`src/rtl/aud_rx_pkg.sv`:
```
package aud_rx_pkg;

  typedef enum logic [1:0] {
    FMT_LEFT = 2'd0,
    FMT_I2S  = 2'd1,
    FMT_RJ24 = 2'd2,
    FMT_RJ20 = 2'd3
  } fmt_e;

  // the upper half of the code space folds onto left-justified
  function automatic fmt_e decode_fmt(input logic [2:0] code);
    if (code[2]) return FMT_LEFT;
    return fmt_e'(code[1:0]);
  endfunction

endpackage

```
`src/rtl/aud_line_sync.sv`:
```
module aud_line_sync #(
  parameter int LINES    = 3,
  parameter int STAGES   = 2,
  parameter int EDGE_BIT = 0
) (
  input  logic             clk,
  input  logic             rst_n,
  input  logic [LINES-1:0] raw,
  output logic [LINES-1:0] lvl,
  output logic             rise
);

  logic [LINES-1:0] stage_q [STAGES];
  logic             edge_d_q;

  always_ff @(posedge clk or negedge rst_n) begin
    if (!rst_n) stage_q[0] <= '0;
    else        stage_q[0] <= raw;
  end

  for (genvar s = 1; s < STAGES; s++) begin : g_stage
    always_ff @(posedge clk or negedge rst_n) begin
      if (!rst_n) stage_q[s] <= '0;
      else        stage_q[s] <= stage_q[s-1];
    end
  end

  always_ff @(posedge clk or negedge rst_n) begin
    if (!rst_n) edge_d_q <= 1'b0;
    else        edge_d_q <= stage_q[STAGES-1][EDGE_BIT];
  end

  assign lvl  = stage_q[STAGES-1];
  assign rise = stage_q[STAGES-1][EDGE_BIT] & ~edge_d_q;

endmodule

```
`src/rtl/aud_slot_collect.sv`:
```
module aud_slot_collect
  import aud_rx_pkg::*;
#(
  parameter int SW        = 24,
  parameter int SHORT_W   = 20,
  parameter int SLOT_BITS = 32
) (
  input  logic          clk,
  input  logic          rst_n,
  input  logic          clr,
  input  logic          bit_stb,
  input  logic          wck_lvl,
  input  logic          sd_lvl,
  input  fmt_e          fmt,
  output logic          half_done,
  output logic          half_lvl,
  output logic [SW-1:0] half_smp
);

  localparam int POS_W = $clog2(SLOT_BITS) + 1;
  localparam int PAD_W = SW - SHORT_W;
  localparam logic [POS_W-1:0] POS_MAX = '1;

  logic             wck_prev_q, wck_prev_n;
  logic             armed_q, armed_n;
  logic [POS_W-1:0] pos_q, pos_n;
  logic [SW-1:0]    acc_q, acc_n;
  logic [SW-1:0]    tail_q, tail_n;
  logic             done_q, done_n;
  logic             lvl_q, lvl_n;
  logic [SW-1:0]    smp_q, smp_n;

  logic             trans;
  logic             is_i2s;
  logic             in_win;
  logic [POS_W-1:0] off;

  assign trans  = (wck_lvl != wck_prev_q);
  assign is_i2s = (fmt == FMT_I2S);

  always_comb begin
    wck_prev_n = wck_prev_q;
    armed_n    = armed_q;
    pos_n      = pos_q;
    acc_n      = acc_q;
    tail_n     = tail_q;
    done_n     = 1'b0;
    lvl_n      = lvl_q;
    smp_n      = smp_q;
    in_win     = 1'b0;
    off        = '0;
    if (clr) begin
      wck_prev_n = wck_lvl;
      armed_n    = 1'b0;
      pos_n      = '0;
      acc_n      = '0;
      tail_n     = '0;
    end else if (bit_stb) begin
      wck_prev_n = wck_lvl;
      if (trans) begin
        // the half that just ended becomes a sample; the current bit opens a new half
        done_n  = armed_q;
        armed_n = 1'b1;
        lvl_n   = wck_prev_q;
        case (fmt)
          FMT_RJ24: smp_n = tail_q;
          FMT_RJ20: smp_n = {tail_q[SHORT_W-1:0], {PAD_W{1'b0}}};
          default:  smp_n = acc_q;
        endcase
        pos_n  = '0;
        acc_n  = '0;
        tail_n = {{(SW-1){1'b0}}, sd_lvl};
      end else begin
        pos_n  = (pos_q == POS_MAX) ? pos_q : pos_q + POS_W'(1);
        tail_n = {tail_q[SW-2:0], sd_lvl};
      end
      if (is_i2s) begin
        in_win = (pos_n != '0) && (pos_n <= POS_W'(SW));
        off    = pos_n - POS_W'(1);
      end else begin
        in_win = (pos_n < POS_W'(SW));
        off    = pos_n;
      end
      for (int k = 0; k < SW; k++) begin
        if (in_win && (off == POS_W'(SW - 1 - k))) acc_n[k] = sd_lvl;
      end
    end
  end

  always_ff @(posedge clk or negedge rst_n) begin
    if (!rst_n) begin
      wck_prev_q <= 1'b0;
      armed_q    <= 1'b0;
      pos_q      <= '0;
      acc_q      <= '0;
      tail_q     <= '0;
      done_q     <= 1'b0;
      lvl_q      <= 1'b0;
      smp_q      <= '0;
    end else begin
      wck_prev_q <= wck_prev_n;
      armed_q    <= armed_n;
      pos_q      <= pos_n;
      acc_q      <= acc_n;
      tail_q     <= tail_n;
      done_q     <= done_n;
      lvl_q      <= lvl_n;
      smp_q      <= smp_n;
    end
  end

  assign half_done = done_q;
  assign half_lvl  = lvl_q;
  assign half_smp  = smp_q;

  // a finished half is reported for one cycle only
  p_half_pulse_r6: assert property (@(posedge clk) disable iff (!rst_n)
    half_done |=> !half_done);

  // nothing is reported while held in power-down
  p_half_quiet_r8: assert property (@(posedge clk) disable iff (!rst_n)
    clr |=> !half_done);

endmodule

```
`src/rtl/aud_frame_pack.sv`:
```
module aud_frame_pack #(
  parameter int SW = 24
) (
  input  logic          clk,
  input  logic          rst_n,
  input  logic          clr,
  input  logic          left_lvl,
  input  logic          half_done,
  input  logic          half_lvl,
  input  logic [SW-1:0] half_smp,
  output logic [SW-1:0] left_smp,
  output logic [SW-1:0] right_smp,
  output logic          frame_vld
);

  logic [SW-1:0] hold_q, hold_n;
  logic          hold_ok_q, hold_ok_n;
  logic [SW-1:0] left_q, left_n;
  logic [SW-1:0] right_q, right_n;
  logic          vld_q, vld_n;

  always_comb begin
    hold_n    = hold_q;
    hold_ok_n = hold_ok_q;
    left_n    = left_q;
    right_n   = right_q;
    vld_n     = 1'b0;
    if (clr) begin
      hold_n    = '0;
      hold_ok_n = 1'b0;
      left_n    = '0;
      right_n   = '0;
    end else if (half_done) begin
      if (half_lvl == left_lvl) begin
        hold_n    = half_smp;
        hold_ok_n = 1'b1;
      end else if (hold_ok_q) begin
        left_n    = hold_q;
        right_n   = half_smp;
        vld_n     = 1'b1;
        hold_ok_n = 1'b0;
      end
    end
  end

  always_ff @(posedge clk or negedge rst_n) begin
    if (!rst_n) begin
      hold_q    <= '0;
      hold_ok_q <= 1'b0;
      left_q    <= '0;
      right_q   <= '0;
      vld_q     <= 1'b0;
    end else begin
      hold_q    <= hold_n;
      hold_ok_q <= hold_ok_n;
      left_q    <= left_n;
      right_q   <= right_n;
      vld_q     <= vld_n;
    end
  end

  assign left_smp  = left_q;
  assign right_smp = right_q;
  assign frame_vld = vld_q;

  // strobe is a single-cycle pulse
  p_single_strobe_r6: assert property (@(posedge clk) disable iff (!rst_n)
    frame_vld |=> !frame_vld);

  // outputs move only together with the strobe
  p_out_hold_r6: assert property (@(posedge clk) disable iff (!rst_n)
    !clr |=> (frame_vld || ($stable(left_smp) && $stable(right_smp))));

endmodule

```
`src/rtl/serial_audio_rx.sv`:
```
module serial_audio_rx
  import aud_rx_pkg::*;
#(
  parameter int SAMPLE_W    = 24,
  parameter int SHORT_W     = 20,
  parameter int SLOT_BITS   = 32,
  parameter int SYNC_STAGES = 2
) (
  input  logic                clk,
  input  logic                rst_n,
  input  logic                pwr_dn,
  input  logic [2:0]          fmt,
  input  logic                bck,
  input  logic                wck,
  input  logic                sdata,
  output logic [SAMPLE_W-1:0] left_smp,
  output logic [SAMPLE_W-1:0] right_smp,
  output logic                frame_vld
);

  localparam int LINES = 3;

  // reset: asserted asynchronously, released on a clock edge
  logic [1:0] rst_pipe_q;
  logic       rst_i;

  always_ff @(posedge clk or negedge rst_n) begin
    if (!rst_n) rst_pipe_q <= 2'b00;
    else        rst_pipe_q <= {rst_pipe_q[0], 1'b1};
  end
  assign rst_i = rst_pipe_q[1];

  // format capture
  logic [2:0] fmt_q, fmt_n;
  fmt_e       fmt_sel;

  always_comb begin
    fmt_n = fmt_q;
    if (pwr_dn) fmt_n = fmt;
  end

  always_ff @(posedge clk or negedge rst_i) begin
    if (!rst_i) fmt_q <= 3'd0;
    else        fmt_q <= fmt_n;
  end

  assign fmt_sel = decode_fmt(fmt_q);

  logic [LINES-1:0] lines_lvl;
  logic             bck_rise;

  aud_line_sync #(
    .LINES   (LINES),
    .STAGES  (SYNC_STAGES),
    .EDGE_BIT(0)
  ) u_sync (
    .clk  (clk),
    .rst_n(rst_i),
    .raw  ({sdata, wck, bck}),
    .lvl  (lines_lvl),
    .rise (bck_rise)
  );

  logic                half_done;
  logic                half_lvl;
  logic [SAMPLE_W-1:0] half_smp;

  aud_slot_collect #(
    .SW       (SAMPLE_W),
    .SHORT_W  (SHORT_W),
    .SLOT_BITS(SLOT_BITS)
  ) u_collect (
    .clk      (clk),
    .rst_n    (rst_i),
    .clr      (pwr_dn),
    .bit_stb  (bck_rise),
    .wck_lvl  (lines_lvl[1]),
    .sd_lvl   (lines_lvl[2]),
    .fmt      (fmt_sel),
    .half_done(half_done),
    .half_lvl (half_lvl),
    .half_smp (half_smp)
  );

  logic left_lvl;
  assign left_lvl = (fmt_sel != FMT_I2S);

  aud_frame_pack #(
    .SW(SAMPLE_W)
  ) u_pack (
    .clk      (clk),
    .rst_n    (rst_i),
    .clr      (pwr_dn),
    .left_lvl (left_lvl),
    .half_done(half_done),
    .half_lvl (half_lvl),
    .half_smp (half_smp),
    .left_smp (left_smp),
    .right_smp(right_smp),
    .frame_vld(frame_vld)
  );

  // the captured format is frozen while running
  p_fmt_hold_r7: assert property (@(posedge clk) disable iff (!rst_i)
    !pwr_dn |=> $stable(fmt_q));

  // no strobe while powered down
  p_pd_quiet_r8: assert property (@(posedge clk) disable iff (!rst_i)
    pwr_dn |=> !frame_vld);

  // the 20-bit framing leaves the low nibble clear
  p_rj20_pad_r5: assert property (@(posedge clk) disable iff (!rst_i)
    (frame_vld && fmt_sel == FMT_RJ20) |-> (left_smp[3:0] == 4'h0 && right_smp[3:0] == 4'h0));

endmodule

```
`config.mk`:
```
export PLATFORM = sky130hd
export DESIGN_NAME = serial_audio_rx
export DESIGN_NICKNAME = d
export VERILOG_FILES = /design/src/rtl/aud_rx_pkg.sv /design/src/rtl/aud_line_sync.sv /design/src/rtl/aud_slot_collect.sv /design/src/rtl/aud_frame_pack.sv /design/src/rtl/serial_audio_rx.sv
export SDC_FILE = /design/constraint.sdc
export NUM_CORES = 1
export LEC_CHECK = 0
export ABC_CLOCK_PERIOD_IN_PS = 5700
export BUFFER_PORTS_ARGS = -buffer_cell sky130_fd_sc_hd__clkbuf_2
export CAP_MARGIN = 20
export CORE_UTILIZATION = 60
export CTS_CLUSTER_SIZE = 40
export DETAILED_ROUTE_END_ITERATION = 8
export MAX_ROUTING_LAYER = met4
export PLACE_DENSITY = 0.8
export SETUP_SLACK_MARGIN = 0.4
export SYNTH_ARGS = -nofsm -noshare
export SYNTH_HDL_FRONTEND = slang
export SYNTH_SLANG_ARGS = --single-unit
```
`constraint.sdc`:
```
create_clock -name clk -period 5.7 [get_ports clk]
set_input_delay 0.855 -clock clk [delete_from_list [all_inputs] [get_ports clk]]
set_output_delay 0.855 -clock clk [all_outputs]
set_load 0.03 [all_outputs]
```
==> results of run 1 <==
[power breakdown]
group          switching, mW  leakage (nW)  internal (mW)
clock                  0.461         0.278          0.665
sequential            0.0147          2.32           1.20
combinational          0.117          1.06         0.0433
[logic make-up after synthesis]
family                     after synthesis  share of synthesized area
muxes                                   26                     0.0358
AOI/OAI and AO/OA                      226                      0.188
other                                    1                   0.000504
adders and majority gates                3                    0.00504
xor gates and xnor gates                 6                    0.00807
buffers and inverters                   56                     0.0311
and+or+nand+nor                        292                      0.167
DFF                                    168                      0.565
[worst max-delay path: cells and delay by family, from the launching register on]
family / cells / cell delay, ps
muxes: 1 / 250
buffers and inverters: 1 / 90
AOI/OAI and AO/OA: 4 / 1240
DFF: 1 / 550
and+or+nand+nor: 4 / 830
adders and majority gates: 2 / 580
[registers in the layout, summed over array words and instances (netlist names)]
name / cells
u_collect.acc_q: 24
u_collect.half_smp: 24
u_collect.tail_q: 24
u_pack.hold_q: 24
u_pack.left_smp: 24
u_pack.right_smp: 24
u_collect.pos_q: 6
fmt_q: 3
u_sync.lvl: 3
u_sync.stage_q: 3
rst_pipe_q: 2
u_collect.armed_q: 1
u_collect.half_done: 1
u_collect.half_lvl: 1
u_collect.wck_prev_q: 1
u_pack.frame_vld: 1
u_pack.hold_ok_q: 1
u_sync.edge_d_q: 1
[cell type report]
type	count	share of cell area
multi-input cells	554	0.360
repair buffers	68	0.0438
clock inverters	12	0.0152
flip-flops and latches	168	0.501
clock buffers	20	0.0544
inverters	2	0.000894
well taps	168	0.0250
[cell usage in the layout, fill, tap and decap left out, drive strengths merged, types with 2 or more instances in the layout]
master	Yosys	layout
a211oi	3	3
xor2	2	2
bufinv	0	2
clkinv	0	6
a32o	7	7
and3	2	2
a21oi	109	109
ha	3	3
a31oi	6	6
and2	4	4
mux2i	21	21
inv	2	2
o31ai	8	8
nor3b	5	5
o22ai	2	2
nor2b	3	3
mux2	5	5
dfrtp	168	168
a22o	25	25
clkbuf	43	76
nor3	5	5
clkinvlp	0	4
buf	11	12
o311ai	7	7
nor2	40	40
a31o	2	2
o31a	2	2
xnor2	4	4
and3b	3	3
o211ai	10	10
nand3	13	13
nand2	203	203
nand2b	6	6
o21ai	41	41
nand3b	2	2
[through the flow]
| stage | hold slack, ps | std cells | power (mW) | setup slack (ps) |
|---|---|---|---|---|
| after CTS | 174 | 992 | 2.52 | 2140 |
| final | 187 | 992 | 2.50 | 2040 |
| after global routing | 182 | 992 | 2.58 | 1740 |
| after global placement | 268 | 960 | 1.39 | 2340 |
| after floorplan | 331 | 778 | 1.36 | 672 |
| after detailed placement | 274 | 960 | 1.40 | 2160 |
[final timing paths]
check / start / slack [ps] / endpoint
min reg2reg: rst_pipe_q[1]$_DFF_PN0_ / 260 / u_pack.left_smp[11]$_DFFE_PN0P_
min in group clk: u_sync.stage_q[5]$_DFF_PN0_ / 350 / u_sync.lvl[2]$_DFF_PN0_
max: u_collect.pos_q[0]$_DFFE_PN0P_ / 2040 / u_collect.acc_q[10]$_DFFE_PN0P_
max reg2reg: u_collect.pos_q[0]$_DFFE_PN0P_ / 2040 / u_collect.acc_q[10]$_DFFE_PN0P_
min: rst_n / 190 / rst_pipe_q[1]$_DFF_PN0_
max in group asynchronous: rst_pipe_q[1]$_DFF_PN0_ / 4110 / u_sync.lvl[0]$_DFF_PN0_
[synthesized netlist by cell type (all sizes together), types with 2 or more instances]
cell / number / area, µm²
nand3b: 2 / 15.0
o311ai: 7 / 61.3
a211oi: 3 / 40.0
o211ai: 10 / 75.1
o31a: 2 / 17.5
buf: 11 / 61.3
a31o: 2 / 17.5
and3: 2 / 12.5
nand2: 203 / 762
xor2: 2 / 25.0
o22ai: 2 / 12.5
nor3b: 5 / 48.8
a31oi: 6 / 37.5
clkbuf: 43 / 163
nor2: 40 / 150
inv: 2 / 7.51
and3b: 3 / 30.0
nand3: 13 / 70.1
dfrtp: 168 / 4200
nor3: 5 / 25.0
a32o: 7 / 70.1
mux2: 5 / 56.3
o31ai: 8 / 60.1
nor2b: 3 / 18.8
ha: 3 / 37.5
mux2i: 21 / 210
a21oi: 109 / 546
xnor2: 4 / 35.0
and2: 4 / 25.0
a22o: 25 / 219
nand2b: 6 / 37.5
o21ai: 41 / 205
[per-layer routing]
metal | routed length, µm | global-route usage
met3 | 723 | 0.0531
met5 | 0 | -
met2 | 8010 | 0.431
met4 | 348 | 0.132
met1 | 7390 | 0.381
==> results.py, run 1 <==
metrics = {
    "synthesis": {
        "synth_nets": 790,
        "yosys_most_used_dff": "dfrtp_1",
        "ys_warn_count": 0,
        "yosys.cell_types.count": 54,
        "async_reset_ff_frac": 1.00,
        "ys_seq_elements": 168,
        "synth_edf_count": 0,
        "synth_area_mm2": 0.00744,
        "syn-instance-count": 778,
        "ys_seq_area_frac": 0.565,
        "synth.avg_cell_area_um2": 9.57,
    },
    "floorplanning": {
        "initial_core_util": 0.617,
        "rows": 40,
        "dieHeight_um": 113,
        "die_w_um": 113,
        "ios": 58,
        "die_area_mm2": 0.0129,
        "coreArea_mm2": 0.0121,
    },
    "cts": {
        "cts_buffers": 17,
        "clk_pin_slew_ps": 70,
        "hold_buffers": 0,
        "cts_num_sinks": 168,
        "cts_tree": "built",
        "cts_resized": 0,
        "h-tree-depth": 4,
        "root_buffer": "clkbuf_16",
        "clkLatencyLatePin_ps": 440,
        "cts_setup_buffers": 0,
        "clockBufferDepth": 2,
    },
    "sta": {
        "fmax_ghz": 0.274,
        "hold_violations": 0,
        "tightest_slew_ps": 1040,
        "finalCriticalPeriod_ps": 3660,
        "post-route-period-util": 0.641,
        "rsz0062_at_grt": "false",
        "skew_ps": 12.3,
        "setup_viol": 0,
        "timing.slew.headroom": 0.300,
        "setup_tns_ps": 0,
        "drv_slew": 0,
    },
    "drt": {
        "vias_per_cell": 5.93,
        "drt_pre_antenna_iters": 5,
        "routed_wirelength_um": 16500,
        "drc": 0,
        "ant_nets": 0,
        "drt_iter0_drc": 500,
        "wl_per_cell_um": 16.6,
        "via_count": 5878,
    },
    "grt": {
        "antenna_found_initial": 0,
        "grt_pass1_vias": 5573,
        "grt_pass1_wl_um": 27800,
        "grt_use_total": 0.286,
        "overflow": 0,
        "grt_max_degree": 94,
    },
    "final_layout": {
        "nets": 823,
        "diodes": 0,
        "final_area_mm2": 0.00840,
        "syn_to_final_growth_pct": 12.8,
        "multi_input_area_mm2": 0.00302,
        "ff_latch_area_mm2": 0.00421,
        "layout-drive-gt1-share": 0.144,
        "fillers": 900,
        "final_core_util": 0.696,
    },
    "setup_path": {
        "worstRegToRegCells": 12,
        "cp_slowest_cell": "dfrtp_1",
        "critPathKind": "reg -> reg",
        "crit_fanout": 13,
        "cp_slowest_stage_delay_ps": 550,
        "start_kind": "flip-flop",
        "crit_chain": "ha_1 > nand3_1 > nor2_1 > mux2_2 > inv_1 > ha_1 > a311o_1 > o31a_1 > a211oi_4 > and3b_2 > nand2_1 > a32o_1",
        "critPathArrivalTime_ps": 3970,
        "cp_common_cell": "ha_1",
        "cp.required_ps": 6020,
        "critPathCaptureType": "flip-flop",
    },
    "power": {
        "max-vdd-ir-drop_uv": 166,
        "pwr_density_cell_mw_per_mm2": 298,
        "p_leak_nw": 3.65,
    },
    "placed_design": {
        "place_congestion": 0.919,
        "dpl_cell_area_mm2": 0.00781,
        "io_buffers": 57,
        "hpwl_um": 10800,
    },
    "job": {
        "drv_cap": 0,
    },
    "run_status": {
        "status": "finished clean",
    },
    "hold_path": {
        "hp-class": "in -> async",
    },
}
Note: power is estimated with default switching activity, not from simulation.
==> inputs of run 2 (changes only) <==
ABC_CLOCK_PERIOD_IN_PS = 3300   (was 5700)
CORE_UTILIZATION = 54   (was 60)
PLACE_DENSITY = 0.76   (was 0.8)
clock period = 3.3 ns   (was 5.7 ns; I/O delays follow)
==> run 2 against run 1 <==
Via count increased by 2.8%. Utilization decreased by 3.4 points. Die area increased by 11%. Sequential share of layout area decreased by 2.4 points.
==> results.py, run 2 (same netlist as run 1, synthesis figures left out) <==
metrics = {
    "drt": {
        "drc": 0,
        "ant_nets": 0,
        "via_count": 6045,
        "vias_per_cell": 5.91,
        "drt_iter0_drc": 508,
        "drt_pre_antenna_iters": 7,
        "routed_wirelength_um": 17200,
        "wl_per_cell_um": 16.8,
    },
    "final_layout": {
        "syn_to_final_growth_pct": 18.7,
        "mostFrequentLayoutCell": "nand2_1",
        "diodes": 0,
        "layout-drive-gt1-share": 0.196,
        "final_cell_mix": "nand2_1, dfrtp_1, a21oi_1, clkbuf_2, nor2_1",
        "fillers": 1031,
        "nets": 846,
    },
    "sta": {
        "timing.slew.headroom": 0.339,
        "post-route-period-util": 0.868,
        "tightest_slew_ps": 991,
        "hold_violations": 0,
        "setup_tns_ps": 0,
        "setup_viol": 0,
        "skew_ps": 8.31,
        "drv_slew": 0,
        "rsz0062_at_grt": "true",
        "fmax_ghz": 0.349,
        "finalCriticalPeriod_ps": 2870,
    },
    "grt": {
        "overflow": 0,
        "grt_pass1_wl_um": 28800,
        "antenna_found_initial": 0,
        "grt_pass1_vias": 5799,
        "grt_use_total": 0.265,
        "grt_max_degree": 65,
    },
    "cts": {
        "clkLatencyLatePin_ps": 430,
        "cts_tree": "built",
        "clockBufferDepth": 2,
        "h-tree-depth": 4,
        "root_buffer": "clkbuf_16",
        "cts_num_sinks": 168,
        "clk_pin_slew_ps": 70,
        "cts_buffers": 17,
    },
    "setup_path": {
        "critPathKind": "reg -> reg",
        "path_buf_inv": 2,
        "crit_chain": "ha_4 > nand3_4 > nor2_4 > mux2_4 > inv_6 > ha_4 > a311o_1 > o31a_1 > a211oi_4 > buf_4 > and3b_2 > nand2_1 > a32o_1",
        "cp_slowest_stage_delay_ps": 390,
        "cp_common_cell": "ha_4",
        "start_kind": "flip-flop",
        "path_delay_family": "compound AO/OA/AOI/OAI gates",
        "critPathCaptureType": "flip-flop",
        "critPathArrivalTime_ps": 3170,
        "cp_slowest_cell": "dfrtp_1",
        "cp.required_ps": 3610,
        "crit_fanout": 4,
    },
    "floorplanning": {
        "die_w_um": 119,
        "die_area_mm2": 0.0143,
        "rows": 42,
        "dieHeight_um": 119,
        "coreArea_mm2": 0.0133,
        "ios": 58,
        "initial_core_util": 0.558,
    },
    "placed_design": {
        "hpwl_um": 11300,
        "io_buffers": 57,
        "place_congestion": 0.891,
    },
    "power": {
        "max-vdd-ir-drop_uv": 262,
        "finalPower_mw": 4.64,
        "pwr_density_cell_mw_per_mm2": 525,
        "p_leak_nw": 3.83,
    },
    "run_status": {
        "status": "finished clean",
    },
    "job": {
        "drv_cap": 0,
    },
    "hold_path": {
        "hp-class": "in -> reg",
    },
}
[run 2: worst reg2reg max path: stages (launching register included)]
cell,delay (ps)
dfrtp_1,390
ha_4,180
nand3_4,90
nor2_4,140
mux2_4,210
inv_6,50
ha_4,150
a311o_1,290
o31a_1,280
a211oi_4,250
buf_4,160
and3b_2,220
nand2_1,70
a32o_1,280
[run 2: area by class of cell]
type | instances | area [µm²] | area share
clock buffer | 18 | 439 | 0.0497
clock inverter | 13 | 216 | 0.0245
inverter | 2 | 12.5 | 0.00142
multi-input combinational | 554 | 3170 | 0.358
sequential | 168 | 4220 | 0.477
tap | 176 | 220 | 0.0249
timing repair buffer | 91 | 568 | 0.0643
[run 2: path summary, 6_finish.rpt]
kind / start / endpoint / slack (ps) / depth (start not counted)
min in group asynchronous: rst_n / rst_pipe_q[1]$_DFF_PN0_ / 380 / 2
worst max register to register: u_collect.pos_q[0]$_DFFE_PN0P_ / u_collect.acc_q[10]$_DFFE_PN0P_ / 430 / 13
worst max-delay path: u_collect.pos_q[0]$_DFFE_PN0P_ / u_collect.acc_q[10]$_DFFE_PN0P_ / 430 / 13
worst min register to register: u_sync.stage_q[3]$_DFF_PN0_ / u_sync.lvl[0]$_DFF_PN0_ / 350 / 0
max in group asynchronous: rst_pipe_q[1]$_DFF_PN0_ / u_collect.half_smp[6]$_DFFE_PN0P_ / 2090 / 1
worst min-delay path: wck / u_sync.stage_q[4]$_DFF_PN0_ / 170 / 1
[run 2: per-layer routing]
layer / vias to the layer above / part of all wire / global-route usage
li1: 2810 / - / -
met1: 3008 / 0.44 / 0.349
met2: 198 / 0.50 / 0.412
met3: 29 / 0.046 / 0.0508
met4: 0 / 0.016 / 0.0922
met5: - / 0 / -
[run 2: metrics by stage]
step | setup WS [ps] | utilization | instance area, µm² | instances | hold WS [ps]
2_1_floorplan | 394 | - | 7480 | 778 | 199
5_1_grt | 353 | 0.662 | 8840 | 1022 | 163
6_report | 435 | 0.662 | 8840 | 1022 | 167
3_5_place_dp | 56.7 | 0.593 | 7920 | 974 | 284
3_3_place_gp | 176 | 0.593 | 7920 | 974 | 283
4_1_cts | 378 | 0.649 | 8660 | 1010 | 157
[run 2: where the power goes]
part	switching (mW)	internal [mW]	leakage, nW
clock	0.831	1.37	0.316
sequential	0.0345	2.08	2.31
combinational	0.212	0.109	1.21
total	1.08	3.56	3.83
[run 2: repair_timing]
item | in CTS | in global routing
setup buffers | 4 | 12
resized for setup | 11 | 18
endpoints found under the setup margin | 24 | 24
hold buffers | 1 | 0
pin swaps | 5 | 6
endpoints found under the hold margin | 2 | 0
==> inputs of run 3 (changes only) <==
--- a/config.mk
+++ b/config.mk
@@ -7,2 +7,3 @@
 export LEC_CHECK = 0
+export ABC_AREA = 1
 export ABC_CLOCK_PERIOD_IN_PS = 3300
@@ -11,3 +12,2 @@
 export CORE_UTILIZATION = 54
-export CTS_CLUSTER_SIZE = 40
 export DETAILED_ROUTE_END_ITERATION = 8
==> constraint.sdc (replaced) <==
create_clock -name clk -period 3.3 [get_ports clk]
set_input_delay 0.99 -clock clk [delete_from_list [all_inputs] [get_ports clk]]
set_output_delay 0.99 -clock clk [all_outputs]
set_load 0.03 [all_outputs]
==> run 3 against run 2 <==
Largest cell class unchanged. Utilization down 1.8 points. Sequential share of layout area increased by 1.3 points. Global-route usage fell by 0.55 points. Via count rose by 0.98%. Combinational power decreased by 2%. Final area down 2.7%. Area after synthesis is essentially flat.
==> results.py, run 3 <==
metrics = {
    "run_status": {
        "status": "finished clean",
    },
    "setup_path": {
        "path_buf_inv": 1,
        "cp.required_ps": 3600,
        "cp_slowest_cell": "dfrtp_1",
        "start_kind": "flip-flop",
        "critPathKind": "reg -> reg",
        "cp_slowest_stage_delay_ps": 430,
        "crit_fanout": 7,
        "path_delay_family": "simple AND/OR/NAND/NOR gates",
        "critPathArrivalTime_ps": 2960,
        "critPathCaptureType": "flip-flop",
        "crit_chain": "ha_1 > nand2_2 > nor2_4 > nand2_2 > nand2_2 > nand3_4 > ha_1 > inv_1 > o21ai_1 > nand2_1 > nor2_1 > nand4_1 > nand2_1 > nand2_1",
    },
    "synthesis": {
        "ys_seq_elements": 168,
        "synth_nets": 840,
        "synthTopCellsByCount": "dfrtp_1, inv_1, nand2_1",
        "ys_seq_area_frac": 0.565,
        "async_reset_ff_frac": 1.00,
        "yosys.cell_types.count": 32,
        "syn-instance-count": 828,
        "synth_area_leader_cell": "dfrtp_1",
        "ys_warn_count": 0,
        "synth_top_area_share": 0.565,
        "synth_area_mm2": 0.00744,
        "yosys_most_used_dff": "dfrtp_1",
        "synth.most_common_cell": "dfrtp_1",
        "synth.avg_cell_area_um2": 8.99,
        "synth_edf_count": 0,
        "synthTopCellsByArea": "dfrtp_1, nand3_1, inv_1, nand2_1, o22ai_1",
    },
    "placed_design": {
        "hpwl_um": 10600,
        "dp_cells": 1030,
        "place_congestion": 0.902,
        "post-place-ws_ps": 594,
        "io_buffers": 57,
    },
    "final_layout": {
        "ff_latch_area_mm2": 0.00421,
        "fillers": 1055,
        "final_cell_mix": "dfrtp_1, inv_1, nand2_1, nand3_1, o21ai_0",
        "multi_input_area_mm2": 0.00258,
        "syn_to_final_growth_pct": 15.5,
        "diodes": 0,
        "nets": 890,
        "layout-drive-gt1-share": 0.166,
        "mostFrequentLayoutCell": "dfrtp_1",
        "final_cells": 1067,
        "final_core_util": 0.644,
    },
    "sta": {
        "tightest_slew_ps": 782,
        "hold_violations": 0,
        "rsz0062_at_grt": "true",
        "skew_ps": 9.05,
        "post-route-period-util": 0.806,
        "setup_viol": 0,
        "fmax_ghz": 0.376,
        "timing.slew.headroom": 0.477,
        "setup_tns_ps": 0,
        "drv_slew": 0,
        "setup_ws_ps": 640,
        "finalCriticalPeriod_ps": 2660,
    },
    "drt": {
        "drc": 0,
        "routed_wirelength_um": 17100,
        "wl_per_cell_um": 16.0,
        "vias_per_cell": 5.72,
        "drt_pre_antenna_iters": 5,
        "drt_iter0_drc": 520,
        "ant_nets": 0,
        "via_count": 6104,
    },
    "grt": {
        "met2_usage": 0.400,
        "grt.busiest_layer": "met2",
        "grt_pass1_wl_um": 28300,
        "grt_use_total": 0.259,
        "grt_pass1_vias": 5764,
        "antenna_found_initial": 0,
        "globalRouteMet1Util": 0.339,
        "grtUsageMet3": 0.0546,
        "grt_max_degree": 69,
        "overflow": 0,
    },
    "floorplanning": {
        "die_w_um": 119,
        "coreArea_mm2": 0.0133,
        "ios": 58,
        "rows": 42,
        "dieHeight_um": 119,
        "initial_core_util": 0.557,
        "die_area_mm2": 0.0143,
    },
    "power": {
        "p_leak_nw": 3.96,
        "pwr_density_cell_mw_per_mm2": 534,
        "max-vdd-ir-drop_uv": 338,
    },
    "cts": {
        "clk_pin_slew_ps": 60,
        "cts_tree": "built",
        "clockBufferDepth": 2,
        "h-tree-depth": 4,
        "hold_buffers": 0,
        "cts_num_sinks": 168,
        "cts_buffers": 17,
        "root_buffer": "clkbuf_16",
        "clkLatencyLatePin_ps": 430,
    },
    "hold_path": {
        "hp-class": "in -> async",
    },
    "job": {
        "drv_cap": 0,
    },
}
==> run 3: logic make-up after synthesis <==
group                    count (synthesis)  synth area share
flip-flops                             168             0.565
AO/OA/AOI/OAI                          168             0.134
adder cells (fa/ha/maj)                  3           0.00505
other                                    1          0.000504
XOR/XNOR                                 4           0.00572
buffers and inverters                  177            0.0943
AND/OR/NAND/NOR                        307             0.196
==> run 3: stage by stage <==
step                power (mW)  instance area [µm²]  hold slack [ps]
floorplan                 2.36                 7440              331
global placement          2.43                 7870              333
detailed placement        2.43                 7870              339
CTS                       4.59                 8520              327
global route              4.74                 8590              327
finish                    4.59                 8590              339
==> run 3: final cells by class <==
| cell class | count | area share |
|---|---|---|
| clock buffer | 20 | 0.0543 |
| inverter | 133 | 0.0581 |
| clock inverter | 12 | 0.0218 |
| sequential | 168 | 0.490 |
| timing repair buffer | 73 | 0.0501 |
| multi-input combinational | 485 | 0.300 |
| tap | 176 | 0.0256 |
==> run 3: worst paths after layout <==
| path | startpoint | end | slack [ps] | cells past startpoint |
|---|---|---|---|---|
| max | u_collect.pos_q[0]$_DFFE_PN0P_ | u_collect.acc_q[14]$_DFFE_PN0P_ | 640 | 14 |
| min | rst_n | rst_pipe_q[1]$_DFF_PN0_ | 340 | 1 |
| max reg2reg | u_collect.pos_q[0]$_DFFE_PN0P_ | u_collect.acc_q[14]$_DFFE_PN0P_ | 640 | 14 |
| min reg2reg | rst_pipe_q[0]$_DFF_PN0_ | rst_pipe_q[1]$_DFF_PN0_ | 350 | 0 |
| max in group asynchronous | rst_pipe_q[1]$_DFF_PN0_ | u_collect.half_smp[23]$_DFFE_PN0P_ | 2140 | 1 |
| min in group clk | rst_pipe_q[0]$_DFF_PN0_ | rst_pipe_q[1]$_DFF_PN0_ | 350 | 0 |
==> run 3: worst register-to-register path: stages (launching register included) <==
cell and delay [ps]:
dfrtp_1 430, ha_1 240, nand2_2 100, nor2_4 160
nand2_2 100, nand2_2 80, nand3_4 110, ha_1 310
inv_1 30, o21ai_1 210, nand2_1 210, nor2_1 290
nand4_1 130, nand2_1 90, nand2_1 50
==> run 3: layer usage <==
metal	share of wire	up-vias
met5	0	-
met4	0.019	0
met3	0.059	30
met2	0.49	212
met1	0.43	2993
li1	-	2869
==> run 3: timing repair <==
action                     CTS  global route
resized for setup            0             5
hold endpoints to repair     0             0
setup endpoints to repair    0            22
setup buffers                0             3
==> run 3: power by group <==
group,switching (mW),internal [mW]
Clock,0.829,1.34
Combinational,0.238,0.0756
Sequential,0.0238,2.08
